**config.mk**
```make
export PLATFORM = sky130hd
export DESIGN_NAME = inflight_tracker
export DESIGN_NICKNAME = d
export VERILOG_FILES = /design/src/rtl/inflight_pkg.sv /design/src/rtl/inflight_table.sv /design/src/rtl/inflight_watchdog.sv /design/src/rtl/inflight_tracker.sv
export SDC_FILE = /design/constraint.sdc
export NUM_CORES = 1
export LEC_CHECK = 0
export ABC_CLOCK_PERIOD_IN_PS = 7900
export BUFFER_PORTS_ARGS = -buffer_cell sky130_fd_sc_hd__buf_2
export CAP_MARGIN = 5
export CORE_MARGIN = 2
export CORE_UTILIZATION = 40
export DETAILED_ROUTE_END_ITERATION = 12
export MAX_ROUTING_LAYER = met4
export PLACE_DENSITY = 0.62
export SYNTH_ARGS = -nofsm -noshare
export SYNTH_HDL_FRONTEND = slang
export SYNTH_SLANG_ARGS = --single-unit
```
**constraint.sdc**
```tcl
create_clock -name clk -period 7.9 [get_ports clk]
set_input_delay 0.395 -clock clk [delete_from_list [all_inputs] [get_ports clk]]
set_output_delay 0.395 -clock clk [all_outputs]
set_load 0.005 [all_outputs]
```
**src/rtl/inflight_pkg.sv**
```systemverilog
package inflight_pkg;

   typedef enum logic [2:0] {
      K_LOAD    = 3'd0,
      K_FETCH   = 3'd1,
      K_STORE   = 3'd2,
      K_ATOM_RD = 3'd3,
      K_ATOM_WR = 3'd4,
      K_LOCK_RD = 3'd5,
      K_LOCK_WR = 3'd6,
      K_RSVD    = 3'd7
   } req_kind_e;

   typedef enum logic [1:0] {
      ST_OK    = 2'd0,
      ST_ALIAS = 2'd1,
      ST_FULL  = 2'd2,
      ST_BAD   = 2'd3
   } req_status_e;

   function automatic logic kind_is_write(input req_kind_e k);
      return (k == K_STORE) || (k == K_ATOM_RD) || (k == K_ATOM_WR) ||
             (k == K_LOCK_RD) || (k == K_LOCK_WR);
   endfunction

   function automatic logic kind_is_legal(input req_kind_e k);
      return k != K_RSVD;
   endfunction

endpackage

```
**src/rtl/inflight_table.sv**
```systemverilog
module inflight_table
   import inflight_pkg::*;
#(
   parameter int DEPTH  = 4,
   parameter int LINE_W = 12,
   parameter int ID_W   = 8,
   parameter int TIME_W = 16,
   parameter int OCC_W  = 3,
   parameter int THRESH = 64
) (
   input  logic              clk,
   input  logic              rst_n,
   input  logic [LINE_W-1:0] q_line,
   output logic              q_hit,
   output logic              has_room,
   input  logic              ins_en,
   input  logic [ID_W-1:0]   ins_id,
   input  req_kind_e         ins_kind,
   input  logic [TIME_W-1:0] now,
   input  logic              del_en,
   input  logic [LINE_W-1:0] del_line,
   output logic              del_found,
   output logic [ID_W-1:0]   del_id,
   output req_kind_e         del_kind,
   output logic [TIME_W-1:0] del_stamp,
   output logic [OCC_W-1:0]  occ,
   output logic              aged_any
);

   localparam int IDX_W = (DEPTH > 1) ? $clog2(DEPTH) : 1;

   if (DEPTH < 1) begin : g_bad_depth
      $error("inflight_table: DEPTH must be at least 1");
   end
   if ((1 << OCC_W) <= DEPTH) begin : g_bad_occ
      $error("inflight_table: OCC_W too narrow for DEPTH");
   end

   logic [DEPTH-1:0]  valid_q;
   logic [LINE_W-1:0] line_q  [DEPTH];
   logic [ID_W-1:0]   id_q    [DEPTH];
   req_kind_e         kind_q  [DEPTH];
   logic [TIME_W-1:0] stamp_q [DEPTH];

   logic [IDX_W-1:0]  free_idx;
   logic [IDX_W-1:0]  del_idx;

   always_comb begin
      q_hit     = 1'b0;
      has_room  = 1'b0;
      free_idx  = '0;
      del_found = 1'b0;
      del_idx   = '0;
      aged_any  = 1'b0;
      for (int i = DEPTH - 1; i >= 0; i--) begin
         if (!valid_q[i]) begin
            has_room = 1'b1;
            free_idx = IDX_W'(i);
         end
      end
      for (int i = 0; i < DEPTH; i++) begin
         if (valid_q[i] && line_q[i] == q_line) q_hit = 1'b1;
         if (valid_q[i] && line_q[i] == del_line) begin
            del_found = 1'b1;
            del_idx   = IDX_W'(i);
         end
         if (valid_q[i] && ((now - stamp_q[i]) >= TIME_W'(THRESH))) aged_any = 1'b1;
      end
      del_id    = id_q[del_idx];
      del_kind  = kind_q[del_idx];
      del_stamp = stamp_q[del_idx];
      occ       = OCC_W'($countones(valid_q));
   end

   for (genvar gi = 0; gi < DEPTH; gi++) begin : g_slot
      always_ff @(posedge clk) begin
         if (!rst_n) begin
            valid_q[gi] <= 1'b0;
            line_q[gi]  <= '0;
            id_q[gi]    <= '0;
            kind_q[gi]  <= K_LOAD;
            stamp_q[gi] <= '0;
         end else begin
            if (del_en && del_found && del_idx == IDX_W'(gi)) valid_q[gi] <= 1'b0;
            if (ins_en && has_room && free_idx == IDX_W'(gi)) begin
               valid_q[gi] <= 1'b1;
               line_q[gi]  <= q_line;
               id_q[gi]    <= ins_id;
               kind_q[gi]  <= ins_kind;
               stamp_q[gi] <= now;
            end
         end
      end
   end

   // an insertion is only requested when a slot is free
   assert_ins_room_R3: assert property (@(posedge clk) disable iff (!rst_n)
      ins_en |-> has_room);

   // never insert a line that is already held here
   assert_no_dup_line_R2: assert property (@(posedge clk) disable iff (!rst_n)
      ins_en |-> !q_hit);

   // an insertion without removal grows occupancy by one
   assert_occ_step_R8: assert property (@(posedge clk) disable iff (!rst_n)
      (ins_en && !(del_en && del_found)) |=> (occ == $past(occ) + OCC_W'(1)));

endmodule

```
**src/rtl/inflight_watchdog.sv**
```systemverilog
module inflight_watchdog #(
   parameter int THRESH = 64
) (
   input  logic clk,
   input  logic rst_n,
   input  logic arm,
   input  logic busy_next,
   input  logic aged_any,
   output logic deadlock
);

   localparam int TW = $clog2(THRESH + 1);

   if (THRESH < 2) begin : g_bad_thresh
      $error("inflight_watchdog: THRESH must be at least 2");
   end

   logic          armed_q;
   logic [TW-1:0] timer_q;
   logic          fire;

   assign fire = armed_q && (timer_q == TW'(THRESH - 1));

   always_ff @(posedge clk) begin
      if (!rst_n) begin
         armed_q  <= 1'b0;
         timer_q  <= '0;
         deadlock <= 1'b0;
      end else begin
         if (fire) begin
            if (aged_any) deadlock <= 1'b1;
            armed_q <= busy_next;
            timer_q <= '0;
         end else if (armed_q) begin
            timer_q <= timer_q + TW'(1);
         end else if (arm) begin
            armed_q <= 1'b1;
            timer_q <= '0;
         end
      end
   end

   // the period counter never passes the threshold
   assert_timer_bound_R9: assert property (@(posedge clk) disable iff (!rst_n)
      armed_q |-> (timer_q < TW'(THRESH)));

   // an idle watchdog is woken by an acceptance
   assert_arm_on_accept_R9: assert property (@(posedge clk) disable iff (!rst_n)
      (!armed_q && arm) |=> armed_q);

endmodule

```
**src/rtl/inflight_tracker.sv**
```systemverilog
module inflight_tracker
   import inflight_pkg::*;
#(
   parameter int ADDR_W     = 16,
   parameter int LINE_BYTES = 16,
   parameter int LEN_W      = 5,
   parameter int RD_DEPTH   = 4,
   parameter int WR_DEPTH   = 4,
   parameter int MAX_OUT    = 6,
   parameter int THRESH     = 64,
   parameter int ID_W       = 8,
   parameter int TIME_W     = 16,
   localparam int OFF_W     = $clog2(LINE_BYTES),
   localparam int LINE_W    = ADDR_W - OFF_W,
   localparam int CNT_W     = $clog2(MAX_OUT + 1)
) (
   input  logic              clk,
   input  logic              rst_n,
   input  logic              req_valid,
   input  logic [2:0]        req_kind,
   input  logic [ADDR_W-1:0] req_addr,
   input  logic [LEN_W-1:0]  req_len,
   output logic [1:0]        req_status,
   output logic [ID_W-1:0]   req_id,
   input  logic              rd_done_valid,
   input  logic [LINE_W-1:0] rd_done_line,
   input  logic              wr_done_valid,
   input  logic [LINE_W-1:0] wr_done_line,
   output logic              rd_ret_valid,
   output logic [ID_W-1:0]   rd_ret_id,
   output logic [TIME_W-1:0] rd_ret_latency,
   output logic              wr_ret_valid,
   output logic [ID_W-1:0]   wr_ret_id,
   output logic [TIME_W-1:0] wr_ret_latency,
   output logic [CNT_W-1:0]  outstanding,
   output logic              deadlock_flag,
   output logic              stray_err,
   output logic              count_err
);

   localparam int RD_OCC_W = $clog2(RD_DEPTH + 1);
   localparam int WR_OCC_W = $clog2(WR_DEPTH + 1);

   if ((LINE_BYTES < 2) || ((LINE_BYTES & (LINE_BYTES - 1)) != 0)) begin : g_bad_line
      $error("inflight_tracker: LINE_BYTES must be a power of two");
   end
   if (ADDR_W <= OFF_W) begin : g_bad_addr
      $error("inflight_tracker: ADDR_W must exceed the offset width");
   end
   if (MAX_OUT < 1) begin : g_bad_max
      $error("inflight_tracker: MAX_OUT must be at least 1");
   end

   req_kind_e         kind;
   logic [LINE_W-1:0] line;
   logic [OFF_W-1:0]  off;
   logic              is_wr, bad, alias_hit, room, accept;
   logic              rd_hit, wr_hit, rd_room, wr_room;
   logic              rd_found, wr_found, rd_ins, wr_ins;
   logic              rd_aged, wr_aged;
   logic [ID_W-1:0]   rd_del_id, wr_del_id;
   req_kind_e         rd_del_kind, wr_del_kind;
   logic [TIME_W-1:0] rd_del_stamp, wr_del_stamp;
   logic [RD_OCC_W-1:0] rd_occ;
   logic [WR_OCC_W-1:0] wr_occ;
   logic [ID_W-1:0]   id_q;
   logic [TIME_W-1:0] now_q;
   logic [CNT_W-1:0]  count_q, count_next;
   req_status_e       status;

   assign kind  = req_kind_e'(req_kind);
   assign line  = req_addr[ADDR_W-1:OFF_W];
   assign off   = req_addr[OFF_W-1:0];
   assign is_wr = kind_is_write(kind);
   assign bad   = !kind_is_legal(kind) || ((int'(off) + int'(req_len)) > LINE_BYTES);
   assign alias_hit = rd_hit || wr_hit;
   assign room  = is_wr ? wr_room : rd_room;

   always_comb begin
      if (bad)                                          status = ST_BAD;
      else if (alias_hit)                               status = ST_ALIAS;
      else if ((count_q >= CNT_W'(MAX_OUT)) || !room)   status = ST_FULL;
      else                                              status = ST_OK;
   end

   assign accept     = req_valid && (status == ST_OK);
   assign rd_ins     = accept && !is_wr;
   assign wr_ins     = accept && is_wr;
   assign req_status = status;
   assign req_id     = id_q;

   inflight_table #(
      .DEPTH(RD_DEPTH), .LINE_W(LINE_W), .ID_W(ID_W), .TIME_W(TIME_W),
      .OCC_W(RD_OCC_W), .THRESH(THRESH)
   ) u_rd_tab (
      .clk(clk), .rst_n(rst_n), .q_line(line), .q_hit(rd_hit), .has_room(rd_room),
      .ins_en(rd_ins), .ins_id(id_q), .ins_kind(kind), .now(now_q),
      .del_en(rd_done_valid), .del_line(rd_done_line), .del_found(rd_found),
      .del_id(rd_del_id), .del_kind(rd_del_kind), .del_stamp(rd_del_stamp),
      .occ(rd_occ), .aged_any(rd_aged)
   );

   inflight_table #(
      .DEPTH(WR_DEPTH), .LINE_W(LINE_W), .ID_W(ID_W), .TIME_W(TIME_W),
      .OCC_W(WR_OCC_W), .THRESH(THRESH)
   ) u_wr_tab (
      .clk(clk), .rst_n(rst_n), .q_line(line), .q_hit(wr_hit), .has_room(wr_room),
      .ins_en(wr_ins), .ins_id(id_q), .ins_kind(kind), .now(now_q),
      .del_en(wr_done_valid), .del_line(wr_done_line), .del_found(wr_found),
      .del_id(wr_del_id), .del_kind(wr_del_kind), .del_stamp(wr_del_stamp),
      .occ(wr_occ), .aged_any(wr_aged)
   );

   assign count_next = count_q + CNT_W'(accept)
                       - CNT_W'(rd_done_valid && rd_found)
                       - CNT_W'(wr_done_valid && wr_found);

   inflight_watchdog #(.THRESH(THRESH)) u_wdog (
      .clk(clk), .rst_n(rst_n), .arm(accept), .busy_next(count_next != '0),
      .aged_any(rd_aged || wr_aged), .deadlock(deadlock_flag)
   );

   always_ff @(posedge clk) begin
      if (!rst_n) begin
         id_q           <= '0;
         now_q          <= '0;
         count_q        <= '0;
         rd_ret_valid   <= 1'b0;
         rd_ret_id      <= '0;
         rd_ret_latency <= '0;
         wr_ret_valid   <= 1'b0;
         wr_ret_id      <= '0;
         wr_ret_latency <= '0;
         stray_err      <= 1'b0;
         count_err      <= 1'b0;
      end else begin
         now_q        <= now_q + TIME_W'(1);
         count_q      <= count_next;
         if (accept) id_q <= id_q + ID_W'(1);
         rd_ret_valid <= rd_done_valid && rd_found;
         wr_ret_valid <= wr_done_valid && wr_found;
         if (rd_done_valid && rd_found) begin
            rd_ret_id      <= rd_del_id;
            rd_ret_latency <= now_q - rd_del_stamp;
         end
         if (wr_done_valid && wr_found) begin
            wr_ret_id      <= wr_del_id;
            wr_ret_latency <= now_q - wr_del_stamp;
         end
         if ((rd_done_valid && !rd_found) || (wr_done_valid && !wr_found)) stray_err <= 1'b1;
         if (int'(count_q) != int'(rd_occ) + int'(wr_occ)) count_err <= 1'b1;
      end
   end

   assign outstanding = count_q;

   // running count agrees with the two tables
   assert_count_match_R8: assert property (@(posedge clk) disable iff (!rst_n)
      int'(count_q) == int'(rd_occ) + int'(wr_occ));

   // never more than the configured number in flight
   assert_no_overflow_R3: assert property (@(posedge clk) disable iff (!rst_n)
      count_q <= CNT_W'(MAX_OUT));

   // the write table only ever retires store-class entries
   assert_wr_class_R1: assert property (@(posedge clk) disable iff (!rst_n)
      (wr_done_valid && wr_found) |-> kind_is_write(wr_del_kind));

   // the read table only ever retires load or fetch entries
   assert_rd_class_R1: assert property (@(posedge clk) disable iff (!rst_n)
      (rd_done_valid && rd_found) |-> !kind_is_write(rd_del_kind));

   // a matched completion is reported on the next cycle
   assert_ret_next_R6: assert property (@(posedge clk) disable iff (!rst_n)
      (rd_done_valid && rd_found) |=> rd_ret_valid);

   // the ID advances only when a request is taken
   assert_id_hold_R5: assert property (@(posedge clk) disable iff (!rst_n)
      !accept |=> $stable(id_q));

endmodule

```
==> results, run 1 <==
- The die is approximately 260 um tall.
- For the worst setup path, the data required time is roughly 8.4 ns.
- The count of flip-flops with a built-in enable after synthesis is between 200 and 300.
- The number of inserted filler cells in the final layout is between 6,000 and 7,000.
- Setup repair after global routing left no endpoint under its margin.
- In this run the post-CTS setup repair buffer count came out at 0.
- The library cell occupying the most area in the post-synthesis netlist is sky130_fd_sc_hd__edfxtp_1.
- The total count of hold-check failures in the final report is 0.
- The repair_antennas step left the layout with diodes totalling 0.
- The power spent charging and discharging nets is ~1.3 mW.
- The critical path class is flop to flop.
- After clock tree synthesis, the clock-pin slew on the worst setup and hold paths is around 0.06 ns.
- The clock insertion delay at the later pin of the skew report is between 0.6 and 0.7 ns.
- TritonCTS built the clock tree.
- After the first detailed-routing iteration, the DRC count stood at around 1,600.
- Summing all multi-input logic gate instances after layout gives roughly 0.014 sq mm.
- The kind of capture point of the worst setup path is a flop.
- The count of buffers inserted at the top-level ports is around 120.
- For this design the static power due to leakage is between 10 and 15 nW.
- The overall die area is roughly 0.066 sq mm.
- The area share of the largest cell type after synthesis is 33.70%.
- The layout-stage area growth over the synthesis result is 11.90%.
- The largest stage delay on the critical path is 0.92 ns.
- The average instance in the mapped netlist occupies roughly 9.5 sq um.
- The gate count after technology mapping is about 2,700.
- The post-synthesis sequential area ratio is around two fifths.
- The count of nets left with antenna violations after detail routing is 0.
- Entering global routing, the biggest net connects 54 pins.
- The clock power share is roughly 44%.
- The flow ran to the end, and the final reports show no timing, DRC or antenna violations.
- After layout, the worst path uses approximately two thirds of the clock period.
- The region available for standard cell placement spans ~0.063 sq mm.
- The sequential cell area in the final layout is between 0.01 and 0.015 sq mm.
- The worst pin sits at a relative slew slack of about a fifth.
- The final route contains around 20,000 vias.
- The part of the total power dissipated in sequential elements is around 45%.
- The total iterations of the first detailed-routing run is 5.
- The longest clock path from root to sink contains 3 buffers.
- In this run, distinct cell masters in the synthesized netlist total 80.
- The largest individual stage delay along the critical path comes from the cell sky130_fd_sc_hd__or4_1.
- Net switching is roughly a quarter of the power.
- The initial utilization of the core area, before any placement, comes to 40.54%.
- In this run the core area contains about 90 standard-cell rows.
- STA puts the critical path data arrival time at between 5 and 6 ns.
- After global routing the overflow that remains totals 0.
- The launching element type of the critical path is a flop.
- The global-route wire length before repair is around 120 mm.
- In the layout the commonest cells are sky130_fd_sc_hd__edfxtp_1 (288), sky130_fd_sc_hd__and2_1 (281), sky130_fd_sc_hd__xnor2_1 (203).
- The via count of the first global-routing pass is roughly 20,000.
- At the end of routability-driven placement, the weighted congestion stood at roughly 0.93.
- The most frequent standard cell in the layout excluding fill and tap cells is sky130_fd_sc_hd__edfxtp_1.
- The count of synthesis-stage warnings from yosys is 0.
- The final number of max-transition violations is 0.
- Sorting the synthesized cells by area gives the leading types as sky130_fd_sc_hd__edfxtp_1 (34%), sky130_fd_sc_hd__ha_1 (8.3%), sky130_fd_sc_hd__dfxtp_1 (7.5%), sky130_fd_sc_hd__xnor2_1 (6.9%), sky130_fd_sc_hd__and2_1 (6.8%).
- The global-route total usage across every layer is between 20% and 30%.
- The flip-flop and latch count after synthesis is 384.
- The setup TNS is 0 ns.
- The cell area power density is around 180 mW/mm^2.
- The kind of cell with the highest combined delay along the critical path is compound AO/OA/AOI/OAI gates.
- In the final routed layout, each cell accounts on average for 20.75 um.
- The clock tree root driver cell is sky130_fd_sc_hd__clkbuf_16.
- Along the worst path, the maximum fanout reaches 30.
- The clock arrives with 0.05417 ns of skew.
- Among all flip-flop cells after synthesis, the most frequent one is sky130_fd_sc_hd__edfxtp_1.
- The class of the tightest hold or removal check is input port to flop.
- Summed over all layers, the routed wires come to roughly 75 mm.
- The hold buffer count at CTS is 0.
- The signal on the critical path passes through xnor2_1 > nand4_1 > or4_1 > buf_4 > nand2_1 > o21ai_0 > o21ai_0 > ha_1 > inv_1 > fa_1 > a21o_1 > a21oi_1 > nor2b_1 > o21a_1 > o22ai_1 > o21ai_0 > o41ai_1 > o21ai_0 > o311ai_0.
- The detail-routed via count per cell is 5.510.
- The wire-length estimate of the detail-placed layout is 55.44 mm.
- Setup violations remaining at the end of the flow were counted as 0.
- The total nets after synthesis is 2,927.
- The most numerous cell type found on the critical path is sky130_fd_sc_hd__o21ai_0.
- The number of I/O pins is between 100 and 150.
- The initial antenna violation count came to 1.
- Across the VDD grid, the largest voltage drop is between 200 and 300 uV.
- The combinational fraction of design power is about 11%.
- The internal power of the cells is approximately 3.8 mW.
- The cell area that synthesis handed to floorplanning was ~0.026 sq mm.
- The die extent in x is between 200 and 300 um.
- In this run, CTS created clock tree buffers numbering 47.
- After layout, the design draws a total of 5.161 mW.
- The pin slew with the least headroom to its limit is about 1.2 ns.
- The share of synthesized registers carrying an async set or reset is 0%.
- The final layout contains roughly 3,000 nets.
- The clock drives approximately 380 sinks.
- Cells with a size suffix above 1 make up 10.26% of the layout.
- Derived from the worst setup path, the maximum achievable clock frequency is just under 200 MHz.
- Post-CTS repair changed the size of 0 cells.
- CTS built an H-tree with a depth of 2.
- The max-capacitance violation count is 0.
- In the routed design, unresolved DRC markers number 0.
- The post-route minimum period is 5.187 ns.
- Together, buffers and inverters on the worst path number 2.
[logic make-up (layout without fill, tap and decap cells)]
| logic type | after synthesis | in the layout | share of synthesized area, % |
|---|---|---|---|
| AO/OA/AOI/OAI | 533 | 533 | 13.49 |
| XOR/XNOR | 280 | 280 | 9.555 |
| adder cells (fa/ha/maj) | 186 | 186 | 9.506 |
| buffers and inverters | 319 | 418 | 5.172 |
| flip-flops | 384 | 384 | 41.18 |
| multiplexers | 32 | 32 | 1.263 |
| AND/OR/NAND/NOR | 954 | 954 | 19.83 |
[registers in the layout, indices dropped and copies added (netlist names)]
| register | flops |
|---|---|
| u_wdog.armed_q | 1 |
| u_wr_tab.line_q | 48 |
| wr_ret_id | 8 |
| rd_ret_id | 8 |
| outstanding | 3 |
| u_rd_tab.line_q | 48 |
| wr_ret_latency | 16 |
| req_id | 8 |
| u_wr_tab.id_q | 32 |
| rd_ret_valid | 1 |
| u_rd_tab.id_q | 32 |
| wr_ret_valid | 1 |
| u_wdog.timer_q | 7 |
| rd_ret_latency | 16 |
| u_rd_tab.stamp_q | 64 |
| u_wdog.deadlock | 1 |
| stray_err | 1 |
| now_q | 16 |
| u_wr_tab.valid_q | 4 |
| u_rd_tab.valid_q | 4 |
| count_err | 1 |
| u_wr_tab.stamp_q | 64 |
[per-stage QoR]
| stage | utilization, % | area, sq um | cells | hold slack, ns | setup WS (ns) |
|---|---|---|---|---|---|
| floorplan | - | 25670 | 2688 | 0.4108 | 1.306 |
| global placement | 42.77 | 27080 | 3545 | 0.4174 | 2.753 |
| detailed placement | 42.77 | 27080 | 3545 | 0.4264 | 2.720 |
| CTS | 45.37 | 28720 | 3633 | 0.1531 | 2.742 |
| global route | 45.37 | 28720 | 3633 | 0.1800 | 2.229 |
| finish | 45.37 | 28720 | 3633 | 0.1778 | 2.713 |
[layer usage]
layer / vias up / global-route usage, % / wire [um]
met2: 525 / 37.80 / 35770
met5: - / - / 0
li1: 9682 / - / -
met1: 9694 / 30.26 / 33880
met4: 0 / 6.455 / 1955
met3: 116 / 2.817 / 3796
[power by group through the flow]
stage | sequential (mW) | clock, mW | combinational, mW
2_1_floorplan | 2.32 | 0 | 0.411
3_3_place_gp | 2.34 | 0 | 0.572
3_5_place_dp | 2.34 | 0 | 0.581
5_1_grt | 2.30 | 2.40 | 0.643
6_report | 2.30 | 2.28 | 0.584
4_1_cts | 2.30 | 2.32 | 0.584
[worst register-to-register path, delay by kind of cell (launching register included)]
family	cells	cell delay [ns]
and+or+nand+nor	4	1.19
xor gates and xnor gates	1	0.24
AOI/OAI and AO/OA	10	2.12
adders and majority gates	2	0.58
buffers and inverters	2	0.45
DFF	1	0.41
[cell usage after synthesis, types with 6 or more instances]
master / number
sky130_fd_sc_hd__a31o_2: 8
sky130_fd_sc_hd__o31ai_1: 8
sky130_fd_sc_hd__clkbuf_1: 112
sky130_fd_sc_hd__a2111oi_0: 6
sky130_fd_sc_hd__mux2i_1: 29
sky130_fd_sc_hd__dfxtp_1: 96
sky130_fd_sc_hd__o22ai_1: 27
sky130_fd_sc_hd__xnor2_1: 203
sky130_fd_sc_hd__o221ai_1: 13
sky130_fd_sc_hd__o21a_1: 17
sky130_fd_sc_hd__nor2_1: 181
sky130_fd_sc_hd__inv_1: 165
sky130_fd_sc_hd__ha_1: 171
sky130_fd_sc_hd__buf_4: 21
sky130_fd_sc_hd__a22oi_1: 11
sky130_fd_sc_hd__a21boi_0: 6
sky130_fd_sc_hd__fa_1: 15
sky130_fd_sc_hd__nor4_1: 38
sky130_fd_sc_hd__a21o_1: 32
sky130_fd_sc_hd__nor2b_1: 28
sky130_fd_sc_hd__nand3_1: 60
sky130_fd_sc_hd__a211oi_1: 50
sky130_fd_sc_hd__o211ai_1: 16
sky130_fd_sc_hd__o41ai_1: 7
sky130_fd_sc_hd__nand2_1: 150
sky130_fd_sc_hd__a221oi_1: 13
sky130_fd_sc_hd__or3_1: 10
sky130_fd_sc_hd__nor3_1: 55
sky130_fd_sc_hd__buf_2: 8
sky130_fd_sc_hd__edfxtp_1: 288
sky130_fd_sc_hd__and2_1: 281
sky130_fd_sc_hd__a31oi_1: 17
sky130_fd_sc_hd__a21oi_1: 159
sky130_fd_sc_hd__xor2_1: 77
sky130_fd_sc_hd__nand3b_1: 8
sky130_fd_sc_hd__nand2b_1: 28
sky130_fd_sc_hd__nand4_1: 60
sky130_fd_sc_hd__and3_1: 20
sky130_fd_sc_hd__or4_1: 6
sky130_fd_sc_hd__o21ai_0: 91
[area by class of cell]
class	count	area share [%]
Clock buffer	56	4.321
Clock inverter	32	1.390
Inverter	167	2.183
Multi-Input combinational cell	1985	48.39
Sequential cell	384	36.80
Tap cell	846	3.685
Timing Repair Buffer	163	3.232
[worst paths after layout]
check / from / end / slack, ns / cells past startpoint
max: u_wr_tab.line_q[1][2] / wr_ret_latency[14] / 2.71 / 19
min: wr_done_valid / stray_err / 0.18 / 3
max reg2reg: u_wr_tab.line_q[1][2] / wr_ret_latency[14] / 2.71 / 19
min reg2reg: u_wdog.timer_q[6] / u_wdog.timer_q[6] / 0.43 / 2
Power figures use the tool's default switching activity.
==> run 2, diff against run 1 <==
--- a/config.mk
+++ b/config.mk
@@ -5,7 +5,7 @@
 export SDC_FILE = /design/constraint.sdc
 export NUM_CORES = 1
 export LEC_CHECK = 0
-export ABC_CLOCK_PERIOD_IN_PS = 7900
+export ABC_CLOCK_PERIOD_IN_PS = 5050
 export BUFFER_PORTS_ARGS = -buffer_cell sky130_fd_sc_hd__buf_2
 export CAP_MARGIN = 5
 export CORE_MARGIN = 2
==> constraint.sdc (replaced) <==
create_clock -name clk -period 5.05 [get_ports clk]
set_input_delay 0.2525 -clock clk [delete_from_list [all_inputs] [get_ports clk]]
set_output_delay 0.2525 -clock clk [all_outputs]
set_load 0.005 [all_outputs]
==> results, run 2 (synthesis results as in run 1) <==
- The initial DRC count came to 1,717 (was 1,576).
- The clock insertion delay at the later pin of the skew report is 0.59 ns (was 0.61 ns).
- The hold buffer count at CTS came to 0 (unchanged).
- The total of cells resized after clock tree synthesis came to 0 (unchanged).
- The clock tree root driver cell is sky130_fd_sc_hd__clkbuf_16 (unchanged).
- The clock tree from TritonCTS is built (unchanged).
- The total iterations of the first detailed-routing run was 5 (unchanged).
- The detail-routed via count per cell is 5.599 (was 5.510).
- The data arrival time at the worst-slack endpoint is 5.05 ns (was 5.63 ns).
- The post-route minimum period is 4.607 ns (was 5.187 ns).
- The slowest library cell on the worst path is sky130_fd_sc_hd__nor4b_1 (was sky130_fd_sc_hd__or4_1).
- The class of the tightest hold or removal check is input port to flop (unchanged).
- The global-route met2 utilization is 37.59% (was 37.80%).
- The leakage power summed over all cells came to 11.67 nW (was 11.56 nW).
- The initial core utilization is 40.54% (unchanged).
- The global-route total usage across every layer came to 23.48% (was 23.12%).
- The via count of the first global-routing pass is 19,980 (was 20,090).
- The number of H-tree levels came to 2 (unchanged).
- The final RePlAce weighted congestion was 0.9996 (was 0.9262).
- The count of nets left with antenna violations after detail routing is 0 (unchanged).
- The total power of the final layout is 7.832 mW (was 5.161 mW).
- The peak fanout along the critical path is 4 (was 30).
- The count of buffers inserted at the top-level ports is 118 (unchanged).
- The critical path class is flop to flop (unchanged).
- The max-slew headroom at the worst pin is 23.05% (was 20.65%).
- The half-perimeter wire length after detailed placement is 56.55 mm (was 55.44 mm).
- The largest stage delay on the critical path is 0.60 ns (was 0.92 ns).
- The residual overflow from global routing came to 0 (unchanged).
- The number of clock sinks came to 384 (unchanged).
- Regs by FF count: u_rd_tab.stamp_q x64, u_wr_tab.stamp_q x64 (unchanged).
- Unrepaired setup endpoints after global routing: false (unchanged).
- The setup skew after layout is 0.02625 ns (was 0.05417 ns).
- The pin count of the biggest net entering global routing came to 52 (was 54).
- The achievable clock frequency is 217.1 MHz (was 192.8 MHz).
- The buffer levels on the longest clock path was 3 (unchanged).
- The maximum ir drop on the vdd rail is 249.6 uV (was 271.1 uV).
- The met1 capacity usage during global routing is 30.65% (was 30.26%).
- The final number of max-transition violations is 0 (unchanged).
- The worst path setup slack after routing is 0.4433 ns (was 2.713 ns).
- The cell repeated most along the worst path is sky130_fd_sc_hd__nand2_1 (was sky130_fd_sc_hd__o21ai_0).
- The most frequent standard cell in the layout excluding fill and tap cells is sky130_fd_sc_hd__edfxtp_1 (unchanged).
- The global routing usage on met3 is 3.497% (was 2.817%).
- The CTS buffer count is 44 (was 47).
- The die extent in y is 257.3 um (unchanged).
- The core outline area is 0.06331 sq mm (unchanged).
- The final cell area excluding filler cells is 0.02887 sq mm (was 0.02872 sq mm).
- The DRC violation count after routing came to 0 (unchanged).
- The launching element type of the critical path is a flop (unchanged).
- The post-detailed-routing wire length is 77.04 mm (was 75.40 mm).
- The max-capacitance violation count is 0 (unchanged).
- Most frequent cells in the layout: sky130_fd_sc_hd__edfxtp_1 (288), sky130_fd_sc_hd__and2_1 (281), sky130_fd_sc_hd__xnor2_1 (203) (unchanged).
- The cell area power density was 271.3 mW/mm^2 (was 179.7 mW/mm^2).
- The initial antenna violation count came to 0 (was 1).
- The clock transition at the registers of the reported paths is 0.06 ns (about the same).
- The total count of hold-check failures in the final report was 0 (unchanged).
- The number of I/O pins is 119 (unchanged).
- The detail-routed net length per standard cell is 21.10 um (was 20.75 um).
- Outcome: completed (unchanged).
- The pin slew with the least headroom to its limit is 1.139 ns (was 1.175 ns).
- The data required time at the worst endpoint is 5.49 ns (was 8.35 ns).
- The overall die area is 0.06621 sq mm (unchanged).
- The kind of capture point of the worst setup path is a flop (unchanged).
- The number of nets in the layout came to 3,009 (was 2,987).
- Cell-by-cell trace of the critical path: xnor2_1 > nand2_1 > nor4b_1 > nand2_1 > nand2_1 > o22ai_1 > nand2_1 > o221ai_1 > ha_1 > nor2b_1 > o21ai_0 > a21boi_1 > nor3_1 > o311a_1 > o31ai_1 > nor4_1 > nor3_1 > xor2_1 > a21oi_1 (was xnor2_1 > nand4_1 > or4_1 > buf_4 > nand2_1 > o21ai_0 > o21ai_0 > ha_1 > inv_1 > fa_1 > a21o_1 > a21oi_1 > nor2b_1 > o21a_1 > o22ai_1 > o21ai_0 > o41ai_1 > o21ai_0 > o311ai_0).
- The setup slack of the most critical reg-to-reg path is 0.44 ns (was 2.71 ns).
- The number of setup buffers added after CTS is 0 (unchanged).
- The cell area after placement is 0.02735 sq mm (was 0.02708 sq mm).
- The global-route wire length before repair is 117.9 mm (was 116.2 mm).
- The count of standard-cell rows is 92 (unchanged).
- The share of the clock period used by the worst path is 91.22% (was 65.66%).
- The die extent in x is 257.3 um (unchanged).
- The fraction of final layout cells with drive strength greater than 1 came to 10.80% (was 10.26%).
- The final-report setup violation count is 0 (unchanged).
- The layout-stage area growth over the synthesis result is 12.47% (was 11.90%).
- The global-route layer with the greatest usage is met2 (unchanged).
- The antenna diode instance count is 0 (unchanged).
- The total vias in the final route is 20,450 (was 20,020).
- The worst slack after detailed placement came to 0.4155 ns (was 2.720 ns).
## run 2: path summary, 6_finish.rpt
check | start | to | depth (start not counted)
setup / recovery | u_rd_tab.line_q[1][5] | rd_ret_latency[15] | 19
hold / removal | rd_done_valid | u_rd_tab.valid_q[1] | 3
setup reg to reg | u_rd_tab.line_q[1][5] | rd_ret_latency[15] | 19
hold reg to reg | u_wdog.timer_q[6] | u_wdog.timer_q[6] | 2
## run 2: critical path, delay by kind of cell, from the launching register on
kind            cells  cell delay (ns)
flops               1             0.42
xor+xnor            2             0.39
simple gates        9             1.75
compound gates      7             1.57
fa+ha+maj           1             0.32
## run 2: final cells by class
type	count	area (sq um)
tap	846	1059
sequential	384	10570
fill	6076	34440
clock inverter	15	158.9
inverter	167	626.9
timing repair buffer	188	1199
clock buffer	67	1321
multi-input combinational	1985	13930
## run 2: per-stage QoR
step           TNS, ns  hold slack (ns)  std cells  util, %
4_1_cts              0          0.04610       3651    45.53
3_3_place_gp         0           0.4197       3569    43.19
6_report             0          0.07334       3652    45.59
3_5_place_dp         0           0.4280       3569    43.19
5_1_grt              0          0.06747       3652    45.59
2_1_floorplan   -25.92           0.3984       2688        -
## run 2: metal layers
layer	up-vias	routed length (um)
li1	9723	-
met5	-	0
met2	663	36220
met3	132	4599
met4	0	2328
met1	9929	33890
## run 2: report_power, final
part | internal (mW) | switching [mW] | total [mW]
Clock | 1.92 | 1.38 | 3.30
Combinational | 0.358 | 0.582 | 0.940
Sequential | 3.50 | 0.0925 | 3.59
